## config.mk

```make
export PLATFORM = sky130hd
export DESIGN_NAME = supmon_ctrl
export DESIGN_NICKNAME = d
export VERILOG_FILES = /design/src/rtl/supmon_pkg.sv /design/src/rtl/supmon_sync.sv /design/src/rtl/supmon_regs.sv /design/src/rtl/supmon_settle.sv /design/src/rtl/supmon_detect.sv /design/src/rtl/supmon_ctrl.sv
export SDC_FILE = /design/constraint.sdc
export NUM_CORES = 1
export LEC_CHECK = 0
export BUFFER_PORTS_ARGS = -buffer_cell sky130_fd_sc_hd__buf_2
export CAP_MARGIN = 30
export CORE_MARGIN = 8
export CORE_UTILIZATION = 40
export CTS_BUF_LIST = sky130_fd_sc_hd__clkbuf_16
export DETAILED_ROUTE_END_ITERATION = 7
export MAX_ROUTING_LAYER = met4
export PLACE_DENSITY = 0.81
export SKIP_LAST_GASP = 1
export SLEW_MARGIN = 20
export SYNTH_ARGS = -nofsm -noshare
export SYNTH_HDL_FRONTEND = slang
export SYNTH_HIERARCHICAL = 1
export SYNTH_SLANG_ARGS = --single-unit
```

## constraint.sdc

```tcl
create_clock -name clk -period 1.35 [get_ports clk]
set_input_delay 0.0675 -clock clk [delete_from_list [all_inputs] [get_ports clk]]
set_output_delay 0.0675 -clock clk [all_outputs]
set_load 0.05 [all_outputs]
```

## src/rtl/supmon_pkg.sv

```systemverilog
package supmon_pkg;
  localparam logic [31:0] UNLOCK_KEY = 32'h1ACCE553;
  localparam int unsigned SETTLE_CYCLES = 2002;
  localparam int unsigned ADDR_W = 2;

  typedef enum logic [ADDR_W-1:0] {
    A_CTRL = 2'd0,
    A_KEY  = 2'd1,
    A_STAT = 2'd2,
    A_CLR  = 2'd3
  } reg_addr_e;
endpackage

```

## src/rtl/supmon_sync.sv

```systemverilog
module supmon_sync #(
  parameter int unsigned STAGES = 2
) (
  input  logic clk,
  input  logic rst,
  input  logic d_async,
  output logic q
);
  logic [STAGES-1:0] chain;

  always_ff @(posedge clk) begin
    if (rst) chain <= '0;
    else     chain <= {chain[STAGES-2:0], d_async};
  end

  assign q = chain[STAGES-1];
endmodule

```

## src/rtl/supmon_regs.sv

```systemverilog
module supmon_regs
  import supmon_pkg::*;
#(
  parameter int unsigned DATA_W = 32,
  parameter int unsigned CODE_W = 4
) (
  input  logic              clk,
  input  logic              rst,
  input  logic              bus_sel,
  input  logic              bus_wr,
  input  logic [ADDR_W-1:0] bus_addr,
  input  logic [DATA_W-1:0] bus_wdata,
  input  logic              ready,
  input  logic              flag,
  output logic              ctrl_en,
  output logic [CODE_W-1:0] ctrl_code,
  output logic              unlocked,
  output logic              clr_req,
  output logic [DATA_W-1:0] bus_rdata
);
  localparam int unsigned CODE_LSB = 4;

  reg_addr_e   addr;
  logic        wr_strobe;
  logic [DATA_W-1:0] rd_mux;

  assign addr      = reg_addr_e'(bus_addr);
  assign wr_strobe = bus_sel && bus_wr;
  assign clr_req   = wr_strobe && (addr == A_CLR) && !bus_wdata[0];

  always_ff @(posedge clk) begin
    if (rst) begin
      unlocked  <= 1'b0;
      ctrl_en   <= 1'b0;
      ctrl_code <= '0;
    end else if (wr_strobe) begin
      if (addr == A_KEY)
        unlocked <= (bus_wdata == DATA_W'(UNLOCK_KEY));
      if (addr == A_CTRL && unlocked) begin
        ctrl_en   <= bus_wdata[0];
        ctrl_code <= bus_wdata[CODE_LSB +: CODE_W];
      end
    end
  end

  always_comb begin
    rd_mux = '0;
    case (addr)
      A_CTRL: begin
        rd_mux[0]                 = ctrl_en;
        rd_mux[CODE_LSB +: CODE_W] = ctrl_code;
      end
      A_KEY:  rd_mux[0] = !unlocked;
      A_STAT: begin
        rd_mux[0] = ready;
        rd_mux[1] = flag;
      end
      default: rd_mux = '0;
    endcase
  end

  always_ff @(posedge clk) begin
    if (rst)                     bus_rdata <= '0;
    else if (bus_sel && !bus_wr) bus_rdata <= rd_mux;
    else                         bus_rdata <= '0;
  end
endmodule

```

## src/rtl/supmon_settle.sv

```systemverilog
module supmon_settle #(
  parameter int unsigned WAIT = 2002
) (
  input  logic clk,
  input  logic rst,
  input  logic enable,
  output logic ready
);
  localparam int unsigned CNT_W = $clog2(WAIT + 1);
  localparam logic [CNT_W-1:0] LAST = CNT_W'(WAIT - 1);

  logic [CNT_W-1:0] cnt;

  always_ff @(posedge clk) begin
    if (rst || !enable) begin
      cnt   <= '0;
      ready <= 1'b0;
    end else if (!ready) begin
      cnt <= cnt + 1'b1;
      if (cnt == LAST) ready <= 1'b1;
    end
  end
endmodule

```

## src/rtl/supmon_detect.sv

```systemverilog
module supmon_detect (
  input  logic clk,
  input  logic rst,
  input  logic armed,
  input  logic low_sync,
  input  logic clr_req,
  input  logic standby,
  output logic flag,
  output logic irq,
  output logic wake_req
);
  always_ff @(posedge clk) begin
    if (rst) begin
      flag     <= 1'b0;
      irq      <= 1'b0;
      wake_req <= 1'b0;
    end else begin
      flag     <= (flag && !clr_req) || (armed && low_sync);
      irq      <= flag && armed;
      wake_req <= flag && armed && standby;
    end
  end
endmodule

```

## src/rtl/supmon_ctrl.sv

```systemverilog
module supmon_ctrl
  import supmon_pkg::*;
#(
  parameter int unsigned DATA_W      = 32,
  parameter int unsigned CODE_W      = 4,
  parameter int unsigned WAIT        = SETTLE_CYCLES,
  parameter int unsigned SYNC_STAGES = 2
) (
  input  logic              clk,
  input  logic              rst,
  input  logic              bus_sel,
  input  logic              bus_wr,
  input  logic [ADDR_W-1:0] bus_addr,
  input  logic [DATA_W-1:0] bus_wdata,
  output logic [DATA_W-1:0] bus_rdata,
  input  logic              cmp_low_async,
  input  logic              standby,
  output logic [CODE_W-1:0] thresh_code,
  output logic              irq,
  output logic              wake_req
);
  logic ctrl_en, ready, flag, unlocked, clr_req, low_sync;

  supmon_sync #(.STAGES(SYNC_STAGES)) u_sync (
    .clk(clk), .rst(rst), .d_async(cmp_low_async), .q(low_sync)
  );

  supmon_regs #(.DATA_W(DATA_W), .CODE_W(CODE_W)) u_regs (
    .clk(clk), .rst(rst), .bus_sel(bus_sel), .bus_wr(bus_wr),
    .bus_addr(bus_addr), .bus_wdata(bus_wdata), .ready(ready), .flag(flag),
    .ctrl_en(ctrl_en), .ctrl_code(thresh_code), .unlocked(unlocked),
    .clr_req(clr_req), .bus_rdata(bus_rdata)
  );

  supmon_settle #(.WAIT(WAIT)) u_settle (
    .clk(clk), .rst(rst), .enable(ctrl_en), .ready(ready)
  );

  supmon_detect u_detect (
    .clk(clk), .rst(rst), .armed(ctrl_en && ready), .low_sync(low_sync),
    .clr_req(clr_req), .standby(standby), .flag(flag), .irq(irq),
    .wake_req(wake_req)
  );
endmodule

```

== Yosys cells after proc, flatten, opt, wreduce, memory -nomap -nowiden ==
Index checks and enable logic that the tools add are counted.
Widths: inputs -> output; s select.
Storage, ports and cells
  register bits after elaboration: 55
  bits of input ports: 40
  output and inout bits: 38
  word-level logic and storage cells: 48
Cells by class
  add/sub/neg operators: 1
  eq/ne operators: 5
  mux-type cells: 3
  bitwise logic cells: 3
  reduce and logical (&&, ||, !) cells: 23
Operators with widths (number)
  $eq 32x29->1 const B: 1
  $add 11x1->11 const B: 1
  $eq 11x11->1 const B: 1
  $logic_and 1x1->1: 10
  $reduce_or 3->1: 2
  $logic_not 1->1: 5
  $eq 2x2->1 const B: 2
  $reduce_and 2->1: 2
  $not 1->1: 3
  $pmux 1 s3: 1
  $eq 2x1->1 const B: 1
  $logic_not 2->1: 1
  $logic_or 1x1->1: 2
  $mux 1: 2
  $reduce_or 2->1: 1

== Logic depth before layout (Yosys ltp) ==
Gate-level depths: netlist of run 1.
  depth after elaboration: 6
  depth in mapped cells: 5
  gate-level depth less buffers: 5

== By module ==
The synthesis of run 1 kept the hierarchy.
Modules (own cells, without submodules)
  supmon_regs: times used 1, cells an instance 83, area each 720.7 µm², sequential area each 240.2 µm²
  supmon_settle: times used 1, cells an instance 64, area each 585.6 µm², sequential area each 240.2 µm²
  supmon_detect: times used 1, cells an instance 9, area each 98.8 µm², sequential area each 60.1 µm²
  supmon_sync: times used 1, cells an instance 4, area each 52.6 µm², sequential area each 40.0 µm²
  supmon_ctrl: times used 1, cells an instance 1, area each 6.3 µm², sequential area each 0.0 µm²

== Worst setup path after synthesis of run 1 ==
OpenSTA, ideal clock, no wires.
  kind: reg2reg
  from: reg u_settle.cnt[0]
  to: reg u_settle.cnt[8]
  setup time: 0.071 ns
  data arrival time: 1.297 ns
  data required time: 1.279 ns
  path slack: -0.018 ns
  stages on the path, launching flop included: 5
  buffers on the path: 0
  clock period less this slack: 1.368 ns
  cells stage by stage: dfxtp_1 > ha_1 > nand3_1 > or4_1 > a21oi_1
Between the ends
  word-level cells in the longest chain between the ends: 1
Ends and longest elaborated chain
  start: declaration: RTL line supmon_settle.sv:12  | logic [CNT_W-1:0] cnt;
  start signal: assignment: RTL line supmon_settle.sv:19  | cnt <= cnt + 1'b1;
  $add 11x1->11: RTL line supmon_settle.sv:19
No other way between the ends.
A chain may end at the register's enable or synchronous reset.

== Final worst setup path of run 1 ==
Same ends and word-level chain as after synthesis.

==> run metrics, run 1 <==
fillcell total ~340; first-pass GRT wire length slightly below 6 mm; Initial Utilization 40.9%; largest net degree at the start of global routing 15; CTS tree done; number of global-route vias before repair 1439; RD Place Congestion roughly 0.84; die area 5850 sq um; ratio of cells with drive above 1 in the final layout between 30% and 40%; area delta synth->final 29.9%; Final Cell Area 1900 sq um; Ports 78; Worst Max-Slew Pin Slew 0.500 ns; DR pass1 iterations 4; Lkg Pwr between 0.8 and 0.9 nW; Crit Path Category reg -> reg; status finished, final reports clean; nets around 260; Tot Pwr ~0.0021 W; CP Max Fanout 4; Multi-input gate area roughly 800 sq um; # port buffers 51; maximum VDD drop between 0.4 and 0.5 mV; Antenna diodes 0; Worst Skew between 0.001 and 0.0015 ns; max_cap viols 0; Fin. Hold Viols 0; Worst-path clk slew 0.04 ns; Global Route Usage Sum 12.0%; GRT Residual Overflow 0; wire per inst between 10 and 15 microns; Critical Path RT 1.54 ns; dpl hpwl between 2 and 3 mm; Sink Count 29; Slew Limit Fails 0; Setup Fix Bufs, Post-CTS 0; TritonCTS Buffers 5; f_max roughly 0.75 GHz; crit end category flop; Avg Vias per Cell roughly 4.7; DR DRC count 0; crit path time final between 1 and 1.5 ns; post-synth design cell area 1460 sq um; H-tree Lvls 2; Clock Tree Buf Depth 2; Seq/Total Area, Yosys about two fifths; antenna violations before repair 0; Yosys warnings 6; row count 22; Slew headroom 66.6%; Mapped Cells 161; core area around 3600 sq um; Crit path arrival time roughly 1.5 ns; DRT Wirelength between 3 and 4 mm; register bit count reported by yosys 29; Avg Inst Size Synth between 9 and 10 sq um; register area approximately 600 sq um; DR iter-0 viols between 40 and 50; Final setup viols 0; clk root buf clkbuf_16; Unique masters post-synth 38; HP Class in -> reg; Die X approximately 76 microns; via count 1255; placed cell areas 1720 sq um; worst-skew pair later-pin latency between 0.2 and 0.3 ns; critical path launch point type flop; Final period util 98.8%; Power per Cell Area between 1000 and 1500 nW/um^2; Die Height 76.5 microns; Final ANT Viol Nets 0
## what timing repair did
action / in CTS / in global routing
resized for setup: 3 / 15
endpoints found under the setup margin: 2 / 6
hold buffers: 0 / 0
pin swaps: 0 / 1
## placed cells by master (no fill, tap or decap), types with 6 or more instances in the layout
cell,synthesis,layout
buf_4,26,7
dfxtp_1,29,22
nand2_1,7,7
conb_1,1,26
mux2i_1,6,6
buf_2,0,51
nor2_1,18,18
## where the power goes
part           switching [W]  internal, W
Combinational       0.000197    0.0000546
Clock               0.000322     0.000652
Sequential       0.000000770     0.000858
Total               0.000520      0.00156
## state kept, by name (all words and copies together), names as in the netlist, 2 cells and up
| signal | cells |
|---|---|
| u_sync/chain | 2 |
| u_settle/cnt | 11 |
| u_regs/ctrl_code | 4 |
| u_regs/bus_rdata | 6 |
## routing by layer
metal	routed length, microns	GRT usage, %	up-vias	part of all wire [%]
met1	1420	11.9	568	41
met5	0	-	-	0
met4	74	6.73	0	2.1
li1	-	-	633	-
met3	119	2.95	7	3.5
met2	1830	21.2	47	53
## worst max-delay path, cell delays in order, from the launching register on
cell and delay [ns]:
dfxtp_4 0.37, ha_4 0.14, nand3_2 0.11, or4_4 0.51, a21oi_2 0.13
## path summary, 6_finish.rpt
| path | from | endpoint | slack [ns] | depth (start not counted) |
|---|---|---|---|---|
| max | u_settle/cnt[0]$_SDFFE_PP0N_ | u_settle/cnt[8]$_SDFFE_PP0N_ | 0.02 | 4 |
| max reg2reg | u_settle/cnt[0]$_SDFFE_PP0N_ | u_settle/cnt[8]$_SDFFE_PP0N_ | 0.02 | 4 |
| min | cmp_low_async | u_sync/chain[0]$_SDFF_PP0_ | 0.02 | 2 |
| min reg2reg | u_sync/chain[1]$_SDFF_PP0_ | u_detect/flag$_SDFF_PP0_ | 0.45 | 2 |
## cells in the mapped netlist, drive strengths merged
cell    count  area share, %
and2b       1           0.60
nand2b      2           0.85
conb        1           0.26
or4         4            2.1
nor2b       3            1.3
buf        27             14
o21ai       2           0.68
dfxtp      29             40
and4bb      1           0.85
nand4       5            2.1
nand3       3            1.0
nor3        4            1.4
or3         3            1.4
nor4        1           0.43
o21a        2            1.0
or4b        1           0.68
and2        5            2.1
ha          2            1.7
o31ai       5            2.6
nor4b       2            1.2
nand2       7            1.8
a21oi       8            3.0
xor2        2            1.2
or3b        1           0.60
nor2       18            4.6
nor3b       2            1.4
inv         3           0.77
nand4b      5            3.0
nand3b      2            1.9
clkbuf      2           0.51
mux2i       6            4.1
o31a        1           0.60
xnor2       1           0.60
## logic make-up after synthesis
group	synth area share [%]
and+or+nand+nor	29.2
buffers and inverters	15.4
DFF	39.7
AOI/OAI and AO/OA	7.86
muxes	4.10
xor gates and xnor gates	1.80
adders and majority gates	1.71
other	0.256
## metrics by stage
step                      setup WS (ns)  utilization, %  setup TNS (ns)  hold slack, ns  std cells
after floorplan                 0.00974               -               0           0.130        186
after global placement           0.0202            48.0               0           0.277        263
after detailed placement        -0.0211            48.0         -0.0242           0.306        263
after CTS                       0.00456            51.7               0          0.0315        269
after global routing            -0.0252            53.1         -0.0576          0.0390        269
final                            0.0169            53.1               0          0.0208        269
## layout make-up
cell class / count / area share [%]
multi-input combinational: 125 / 42.0
clock buffer: 5 / 6.58
sequential: 29 / 31.3
timing repair buffer: 58 / 16.2
inverter: 3 / 0.592
tap: 48 / 3.16
clock inverter: 1 / 0.263
No activity file was read; power rests on OpenSTA's default activity.
==> inputs of run 2 (changes only) <==
==> constraint.sdc (replaced) <==
create_clock -name clk -period 1.35 [get_ports clk]
set_input_delay 0.2025 -clock clk [delete_from_list [all_inputs] [get_ports clk]]
set_output_delay 0.2025 -clock clk [all_outputs]
set_load 0.05 [all_outputs]
==> run 2 against run 1 <==
Combinational power about the same. Clock power is 4% higher. Flip-flop and latch count unchanged. Hold slack better by 0.12 ns. Sequential power about the same. Setup slack gained 0.026 ns. Critical path type unchanged. Critical endpoint unchanged. Largest power group unchanged.
==> run metrics, run 2 (synthesized netlist as in run 1, its figures left out) <==
first-pass GRT wire length 5.89 mm (+1.3%); max FFs per register 11 (unchanged); Power per Cell Area 1120 nW/um^2 (+2.3%); Setup WS post-layout 0.0426 ns (+0.0258 ns); Final ANT Viol Nets 0 (unchanged); core area 3580 sq um (unchanged); RSZ-0062 raised after global routing true; Largest regs u_settle/cnt x11, u_regs/bus_rdata x6, u_regs/ctrl_code x4; Multi-input gate area 774 sq um (-3.0%); Final setup viols 0 (unchanged); status finished, final reports clean; hold buffer count at CTS 0 (unchanged); Global Route Usage Sum 12.5% (+0.48 points); Worst Skew 0.00362 ns (+0.00251 ns); Tot Pwr 0.00212 W (+1.7%); wire per inst 13.2 microns (+2.7%); largest net degree at the start of global routing 12 (-3); number of global-route vias before repair 1401 (-2.6%); DR pass1 iterations 5 (+1); worst-skew pair later-pin latency 0.27 ns (about the same); max_cap viols 0 (unchanged); DRT Wirelength 3.58 mm (+3.9%); Die Height 76.5 microns (unchanged); antenna violations before repair 0 (unchanged); clk root buf clkbuf_16; crit end category flop; Ports 78 (unchanged); Lkg Pwr 0.876 nW (+0.36%); ratio of cells with drive above 1 in the final layout 35.3% (-3.6 points); die area 5850 sq um (unchanged); fin util 52.8% (-0.31 points); crit path time final 1.31 ns (-0.0258 ns); HP Class in -> reg; Crit path arrival time 1.51 ns (about the same); Worst-path clk slew 0.05 ns (about the same); Initial Utilization 40.9% (unchanged); placed insts 263 (unchanged); Clock Tree Buf Depth 2 (unchanged); Fin. Hold Viols 0 (unchanged); RD Place Congestion 0.836 (-0.88%); Slew Limit Fails 0 (unchanged); TNS Setup 0 ns (unchanged); dpl hpwl 2.71 mm (-0.24%); Setup WS pre-CTS -0.0439 ns (-0.0228 ns); via count 1284 (+2.3%); # port buffers 51 (unchanged); fillcell total 341 (+0.89%); f_max 0.765 GHz (+2.0%); Avg Vias per Cell 4.72 (+1.2%); TritonCTS Buffers 5 (unchanged); maximum VDD drop 0.617 mV (+30%); Largest Register u_settle/cnt; Crit Path Category reg -> reg; DR DRC count 0 (unchanged); commonest non-fill, non-tap cell in the layout buf_2; Final period util 96.8% (-1.9 points); Sink Count 29 (unchanged); DR iter-0 viols 80 (+78%); CTS tree done; critical path launch point type flop; row count 22 (unchanged); H-tree Lvls 2 (unchanged); GRT Residual Overflow 0 (unchanged); Antenna diodes 0 (unchanged); Final Non-Filler Cells 272 (+1.1%); Critical Path RT 1.55 ns (about the same); most frequent cells in the layout 51 x buf_2, 26 x conb_1, 24 x dfxtp_1; nets 265 (+0.38%); area delta synth->final 29.1%; CP Max Fanout 4 (unchanged); Die X 76.5 microns (unchanged); register area 592 sq um (-0.42%)
[run 2: changes by cell type in the layout (fill, tap and decap cells not counted), sizes merged]
cell,change
clkinv,+2
buf,+1
[run 2: timing repair]
action	CTS	global route
pin swaps	0	1
endpoints found under the setup margin	3	3
buffers inserted	0	1
gates resized for setup	7	3
[run 2: final timing paths]
| check | start | endpoint | slack (ns) | cells past startpoint |
|---|---|---|---|---|
| worst min-delay path | cmp_low_async | u_sync/chain[0]$_SDFF_PP0_ | 0.14 | 2 |
| worst max-delay path | u_settle/cnt[0]$_SDFFE_PP0N_ | u_settle/cnt[8]$_SDFFE_PP0N_ | 0.04 | 4 |
| worst min register to register | u_sync/chain[1]$_SDFF_PP0_ | u_detect/flag$_SDFF_PP0_ | 0.45 | 2 |
| worst max register to register | u_settle/cnt[0]$_SDFFE_PP0N_ | u_settle/cnt[8]$_SDFFE_PP0N_ | 0.04 | 4 |
[run 2: power breakdown]
| group | switching, W | internal (W) |
|---|---|---|
| registers | 0.000000680 | 0.000858 |
| clock network | 0.000346 | 0.000662 |
| logic | 0.000198 | 0.0000564 |
| total | 0.000545 | 0.00158 |
[run 2: area by class of cell]
cell class	instances	area share [%]
Sequential cell	29	31.3
Inverter	3	0.596
Timing Repair Buffer	59	16.7
Tap cell	48	3.18
Multi-Input combinational cell	125	41.0
Clock buffer	5	6.62
Clock inverter	3	0.662
[run 2: layer usage]
metal  track usage [%]  wire length, microns
met1              12.1                  1440
met3              4.01                   152
met5                 -                     0
met2              21.9                  1910
met4              6.35                    71
[run 2: worst max-delay path, cell delays in order, from the launching register on]
cell and delay, ns:
dfxtp_4 0.37, ha_4 0.14, nand3_2 0.10, or4_1 0.48
a21oi_1 0.15
[run 2: through the flow]
stage                     instance area [sq um]  hold WS [ns]
after floorplan                            1560         0.265
after global placement                     1720         0.410
after detailed placement                   1720         0.419
after CTS                                  1880         0.138
after global routing                       1890         0.144
final                                      1890         0.142
